<file path="src/rtl/prog_tap_delay_pkg.sv">
// Package: shared constants and the override decoding function.
// Assumes: the step field is the low part of the select word and the
// chaining bit sits directly above it.
package prog_tap_delay_pkg;

    // Resolve the tap count from the overrides and the select step field.
    function automatic logic [15:0] resolve_tap(
        input logic        force_min,
        input logic        force_max,
        input logic [15:0] step,
        input logic [15:0] top_tap
    );
        if (force_min)      return 16'd0;
        else if (force_max) return top_tap;
        else                return step;
    endfunction

endpackage

</file>
<file path="src/rtl/ptd_select_latch.sv">
// Module: ptd_select_latch
// Holds the select word. While load_en is low the output follows sel_i
// directly and the register tracks it on every edge. While load_en is
// high the output is the word captured at the last edge with load_en low.
// Assumes: rst_n is synchronous; after reset the held word is zero.
module ptd_select_latch #(
    parameter int WORD_W = 11
) (
    input  logic              clk,
    input  logic              rst_n,
    input  logic              load_en,
    input  logic [WORD_W-1:0] sel_i,
    output logic [WORD_W-1:0] sel_o
);

    logic [WORD_W-1:0] held_q;

    // Track the live word while loading; freeze it while holding.
    always_ff @(posedge clk) begin
        if (!rst_n)        held_q <= '0;
        else if (!load_en) held_q <= sel_i;
    end

    // Transparent path while loading, frozen copy while holding.
    always_comb sel_o = load_en ? held_q : sel_i;

    assert_hold_R4: assert property (@(posedge clk) disable iff (!rst_n)
        ($past(rst_n) && $past(load_en) && load_en) |-> (sel_o == $past(sel_o)));

endmodule

</file>
<file path="src/rtl/ptd_override.sv">
// Module: ptd_override
// Applies the minimum and maximum overrides to the select word and forms
// the tap count and the complementary chaining outputs.
// Assumes: set_min outranks set_max; both outrank every select bit.
module ptd_override
    import prog_tap_delay_pkg::*;
#(
    parameter int STEP_W = 10,
    localparam int TAP_W = STEP_W + 1
) (
    input  logic             clk,
    input  logic             rst_n,
    input  logic             set_min,
    input  logic             set_max,
    input  logic [STEP_W:0]  sel_i,
    output logic [TAP_W-1:0] tap_o,
    output logic             casc_o,
    output logic             casc_n_o
);

    localparam logic [TAP_W-1:0] TOP_TAP = TAP_W'(1) << STEP_W;

    logic [15:0] tap_wide;

    // Priority pick of the tap count.
    always_comb begin
        tap_wide = resolve_tap(set_min, set_max,
                               16'({1'b0, sel_i[STEP_W-1:0]}), 16'(TOP_TAP));
        tap_o    = tap_wide[TAP_W-1:0];
    end

    // True chaining output: min forces low, max forces high.
    always_comb casc_o = !set_min && (set_max || sel_i[STEP_W]);

    // Inverted chaining output, formed as its own sum of terms.
    always_comb casc_n_o = set_min || (!set_max && !sel_i[STEP_W]);

    assert_casc_pair_R5: assert property (@(posedge clk) disable iff (!rst_n)
        casc_o != casc_n_o);

    assert_min_wins_R6: assert property (@(posedge clk) disable iff (!rst_n)
        set_min |-> (tap_o == '0 && !casc_o));

    assert_max_tap_R7: assert property (@(posedge clk) disable iff (!rst_n)
        (set_max && !set_min) |-> (tap_o == TOP_TAP && casc_o));

endmodule

</file>
<file path="src/rtl/ptd_tap_chain.sv">
// Module: ptd_tap_chain
// Shift register of MAX_TAP+1 stages. Stage k holds din from k+1 edges
// ago. A registered read picks stage tap_i, or zero when out_dis is set.
// Assumes: tap_i never exceeds MAX_TAP.
module ptd_tap_chain #(
    parameter int MAX_TAP = 1024,
    localparam int TAP_W  = $clog2(MAX_TAP + 1)
) (
    input  logic             clk,
    input  logic             rst_n,
    input  logic             din,
    input  logic [TAP_W-1:0] tap_i,
    input  logic             out_dis,
    output logic             q_o
);

    logic [MAX_TAP:0] stage_q;

    // Advance the chain by one stage per clock.
    always_ff @(posedge clk) begin
        if (!rst_n) stage_q <= '0;
        else        stage_q <= {stage_q[MAX_TAP-1:0], din};
    end

    // Registered tap read with the output clamp.
    always_ff @(posedge clk) begin
        if (!rst_n || out_dis) q_o <= 1'b0;
        else                   q_o <= stage_q[tap_i];
    end

endmodule

</file>
<file path="src/rtl/prog_tap_delay.sv">
// Module: prog_tap_delay (top)
// Programmable delay of a one-bit stream: select hold stage, override
// priority, tap chain with registered read, complementary chaining outputs.
// Assumes: one delay step equals one clock; fixed floor of two cycles.
module prog_tap_delay #(
    parameter int STEP_W   = 10,
    localparam int WORD_W  = STEP_W + 1,
    localparam int MAX_TAP = 1 << STEP_W,
    localparam int TAP_W   = STEP_W + 1
) (
    input  logic              clk,
    input  logic              rst_n,
    input  logic              din,
    input  logic [WORD_W-1:0] sel_i,
    input  logic              load_en,
    input  logic              set_min,
    input  logic              set_max,
    input  logic              out_dis,
    output logic              dout,
    output logic              casc,
    output logic              casc_n
);

    logic [WORD_W-1:0] sel_eff;
    logic [TAP_W-1:0]  tap;
    logic [1:0]        run_age;

    ptd_select_latch #(.WORD_W(WORD_W)) u_latch (
        .clk     (clk),
        .rst_n   (rst_n),
        .load_en (load_en),
        .sel_i   (sel_i),
        .sel_o   (sel_eff)
    );

    ptd_override #(.STEP_W(STEP_W)) u_ovr (
        .clk      (clk),
        .rst_n    (rst_n),
        .set_min  (set_min),
        .set_max  (set_max),
        .sel_i    (sel_eff),
        .tap_o    (tap),
        .casc_o   (casc),
        .casc_n_o (casc_n)
    );

    ptd_tap_chain #(.MAX_TAP(MAX_TAP)) u_chain (
        .clk     (clk),
        .rst_n   (rst_n),
        .din     (din),
        .tap_i   (tap),
        .out_dis (out_dis),
        .q_o     (dout)
    );

    // Edges since reset, saturating at two; used only by the checks below.
    always_ff @(posedge clk) begin
        if (!rst_n)                run_age <= 2'd0;
        else if (run_age != 2'd2)  run_age <= run_age + 2'd1;
    end

    assert_min_latency_R6: assert property (@(posedge clk) disable iff (!rst_n)
        (run_age == 2'd2 && $past(set_min) && !$past(out_dis))
            |-> (dout == $past(din, 2)));

    assert_out_off_R8: assert property (@(posedge clk) disable iff (!rst_n)
        $past(out_dis) |-> !dout);

    assert_reset_clear_R1: assert property (@(posedge clk) disable iff (!rst_n)
        !$past(rst_n) |-> !dout);

endmodule

</file>
<file path="config.mk">
export PLATFORM = sky130hd
export DESIGN_NAME = prog_tap_delay
export DESIGN_NICKNAME = d
export VERILOG_FILES = /design/src/rtl/prog_tap_delay_pkg.sv /design/src/rtl/ptd_select_latch.sv /design/src/rtl/ptd_override.sv /design/src/rtl/ptd_tap_chain.sv /design/src/rtl/prog_tap_delay.sv
export SDC_FILE = /design/constraint.sdc
export NUM_CORES = 2
export LEC_CHECK = 0
export ABC_CLOCK_PERIOD_IN_PS = 6600
export BUFFER_PORTS_ARGS = -buffer_cell sky130_fd_sc_hd__clkbuf_2
export CAP_MARGIN = 15
export CORE_AREA = 2 2 382 289
export DETAILED_ROUTE_END_ITERATION = 6
export DIE_AREA = 0 0 384 291
export GPL_TIMING_DRIVEN = 0
export PLACE_DENSITY = 0.59
export SYNTH_ARGS = -nofsm -noshare
export SYNTH_HDL_FRONTEND = slang
export SYNTH_SLANG_ARGS = --single-unit
</file>
<file path="constraint.sdc">
create_clock -name clk -period 6.6 [get_ports clk]
set_clock_uncertainty 0.05 [all_clocks]
set_input_delay 0.33 -clock clk [delete_from_list [all_inputs] [get_ports clk]]
set_output_delay 0.33 -clock clk [all_outputs]
set_load 0.01 [all_outputs]
</file>
==> run metrics <==
filler cell count 10800; Via density 5.64; Synth warnings 0; gpl congestion 0.981; Synth Flop Type dfxtp_1; Worst EP required 7140 ps; Crit Path Class reg -> reg; Syn Inst Count 3868; Worst Path Max Fanout 10; Tot Pwr between 10 and 15 mW; number of global-route vias before repair 28100; max-slew violation count 0; maximum vdd drop 0.234 mV; via count 31200; most common cell after layout, fill and taps aside dfxtp_1; total leakage power approximately 16 nW; Synth async-reset ratio 0; fin worst setup slack 1160 ps; period utilisation layout 0.824; most frequent cells in the layout 1037 x dfxtp_1, 1031 x and2_1, 445 x nand2_1; Synth cell types 86; WP data arrival around 6000 ps; H-tree depth 3; Clk Latency, worst-skew pair just over 700 ps; Post-route DRC 0; Yosys reg bits 1037; total track usage 0.272; EDFF count, synth 0; Avg Cell Area, Syn approximately 9.7 um^2; routed wire length 157000 um; register area 20800 um^2; RSZ-0062 raised after global routing no; final-stage net count 4023; Worst-Margin Slew 1420 ps; CTS tree yes; number of iterations in the first detailed-routing pass 6; non-filler cells, final 5527; Post-DP HPWL around 110000 um; Area Overhead vs Synth 14.5%; pre-CTS setup slack 898 ps; pin count of the biggest net entering global routing 16; Sink Count 1037; chip height 291 um; GRT overflow 0; Port Buf Inserts 18; first-pass GRT wire length 215000 um; DIE AREA 112000 um^2; Final ANT Viol Nets 0; Synth Cell Area 37500 um^2; core area 108000 um^2; Tmin final 5440 ps; Num CTS Buffers 96; CP Launch Type flip-flop; normalized max-slew margin 0.0471; Fin. Hold Viols 0; Hold Path Class in -> reg; wire per inst 28.4 um; Rows 105; uppermost layer routed met5; Placed Cells 5341; crit end category flip-flop; routed wl met3 ~23000 um; CTS root buf clkbuf_16; fin util 0.396; Placed Area 39600 um^2; Multi-input gate area 15300 um^2; final setup violating endpoints 0; DR WL met2 59100 um; Pwr Density 304 nW/um^2; fmax around 180 MHz; max-cap violations 0; initial antenna violation count 15; M1 WL 68100 um; Initial Util 0.346; share of cells above drive strength 1 0.0969; Post-Layout Inst Area 43000 um^2; Seq/Total Area, Yosys 0.553; Starting DRT DRC Count 4897; die width about 380 um; status finished clean; clk slew on worst S/H paths 60 ps; hold slack final 63.0 ps; IO Pins 21; TNS Setup 0 ps; cts repair resizes 0; syn nets 3886; Max clock buf depth 3
area by class of cell:
class | instances | area share
Buffer | 305 | 0.0331
Clock inverter | 38 | 0.0111
Clock buffer | 132 | 0.0649
Timing Repair Buffer | 39 | 0.00819
Inverter | 2 | 0.000175
Tap cell | 1444 | 0.0421
Antenna cell | 6 | 0.000350
Sequential cell | 1037 | 0.483
Multi-Input combinational cell | 2524 | 0.357
routing by layer:
metal / global-route usage / vias up
met5: 0 / -
met4: 0.105 / 6
met3: 0.0942 / 363
met2: 0.354 / 2098
met1: 0.404 / 15300
li1: - / 13400
where the power goes:
part / internal, mW / total, mW / switching, mW
Clock: 3.35 / 5.91 / 2.56
Sequential: 6.26 / 6.26 / 0.00267
Combinational: 0.170 / 0.895 / 0.725
critical path: stages, from the launching register on:
cell and delay (ps):
dfxtp_1 330, mux2_4 310, nor3_4 830, buf_2 630, buf_2 650, o221ai_1 240, a31oi_1 290, nor4_1 130
a2111oi_0 540, buf_2 260, a31oi_1 160, a21oi_1 530, o21a_1 320
logic make-up (layout without fill, tap and decap cells):
| family | Yosys count | after routing | share of synthesized area |
|---|---|---|---|
| buffers and inverters | 307 | 516 | 0.0381 |
| DFF | 1037 | 1037 | 0.553 |
| AOI/OAI and AO/OA | 559 | 559 | 0.107 |
| and+or+nand+nor | 1882 | 1882 | 0.275 |
| muxes | 83 | 83 | 0.0262 |
| other | 0 | 6 | 0 |
path summary, 6_finish.rpt:
kind | startpoint | endpoint | slack (ps) | cells past startpoint
max | u_latch.held_q[3] | u_chain.q_o | 1160 | 12
min | load_en | u_latch.held_q[6] | 60 | 3
min reg2reg | u_chain.stage_q[109] | u_chain.stage_q[110] | 390 | 1
max reg2reg | u_latch.held_q[3] | u_chain.q_o | 1160 | 12
cell usage after synthesis (14+ instances only):
cell type / n / area (um^2)
nor3_1: 76 / 380
mux2i_1: 52 / 521
mux2_2: 17 / 191
and2_1: 1031 / 6450
clkbuf_1: 148 / 556
dfxtp_1: 1037 / 20800
buf_1: 14 / 52.6
nor4_1: 43 / 269
nand3_1: 109 / 546
a32oi_1: 22 / 193
o221ai_1: 68 / 596
nand2_1: 445 / 1670
nand2b_1: 19 / 119
a311oi_1: 14 / 123
a31oi_1: 82 / 513
a21oi_1: 97 / 485
buf_2: 118 / 591
nor2_1: 68 / 255
a211oi_1: 17 / 128
o21ai_0: 54 / 270
and3_1: 53 / 332
o22ai_1: 41 / 257
buf_4: 17 / 128
o211ai_1: 40 / 300
state kept, by name, summed over array words and instances (netlist names):
register,flops
u_chain.stage_q,1025
u_latch.held_q,11
u_chain.q_o,1
repair_timing:
item | in CTS | in global routing
buffers inserted | 0 | 0
hold endpoints to repair | 8 | 0
hold buffers | 8 | 0
Note: power is estimated with default switching activity, not from simulation.
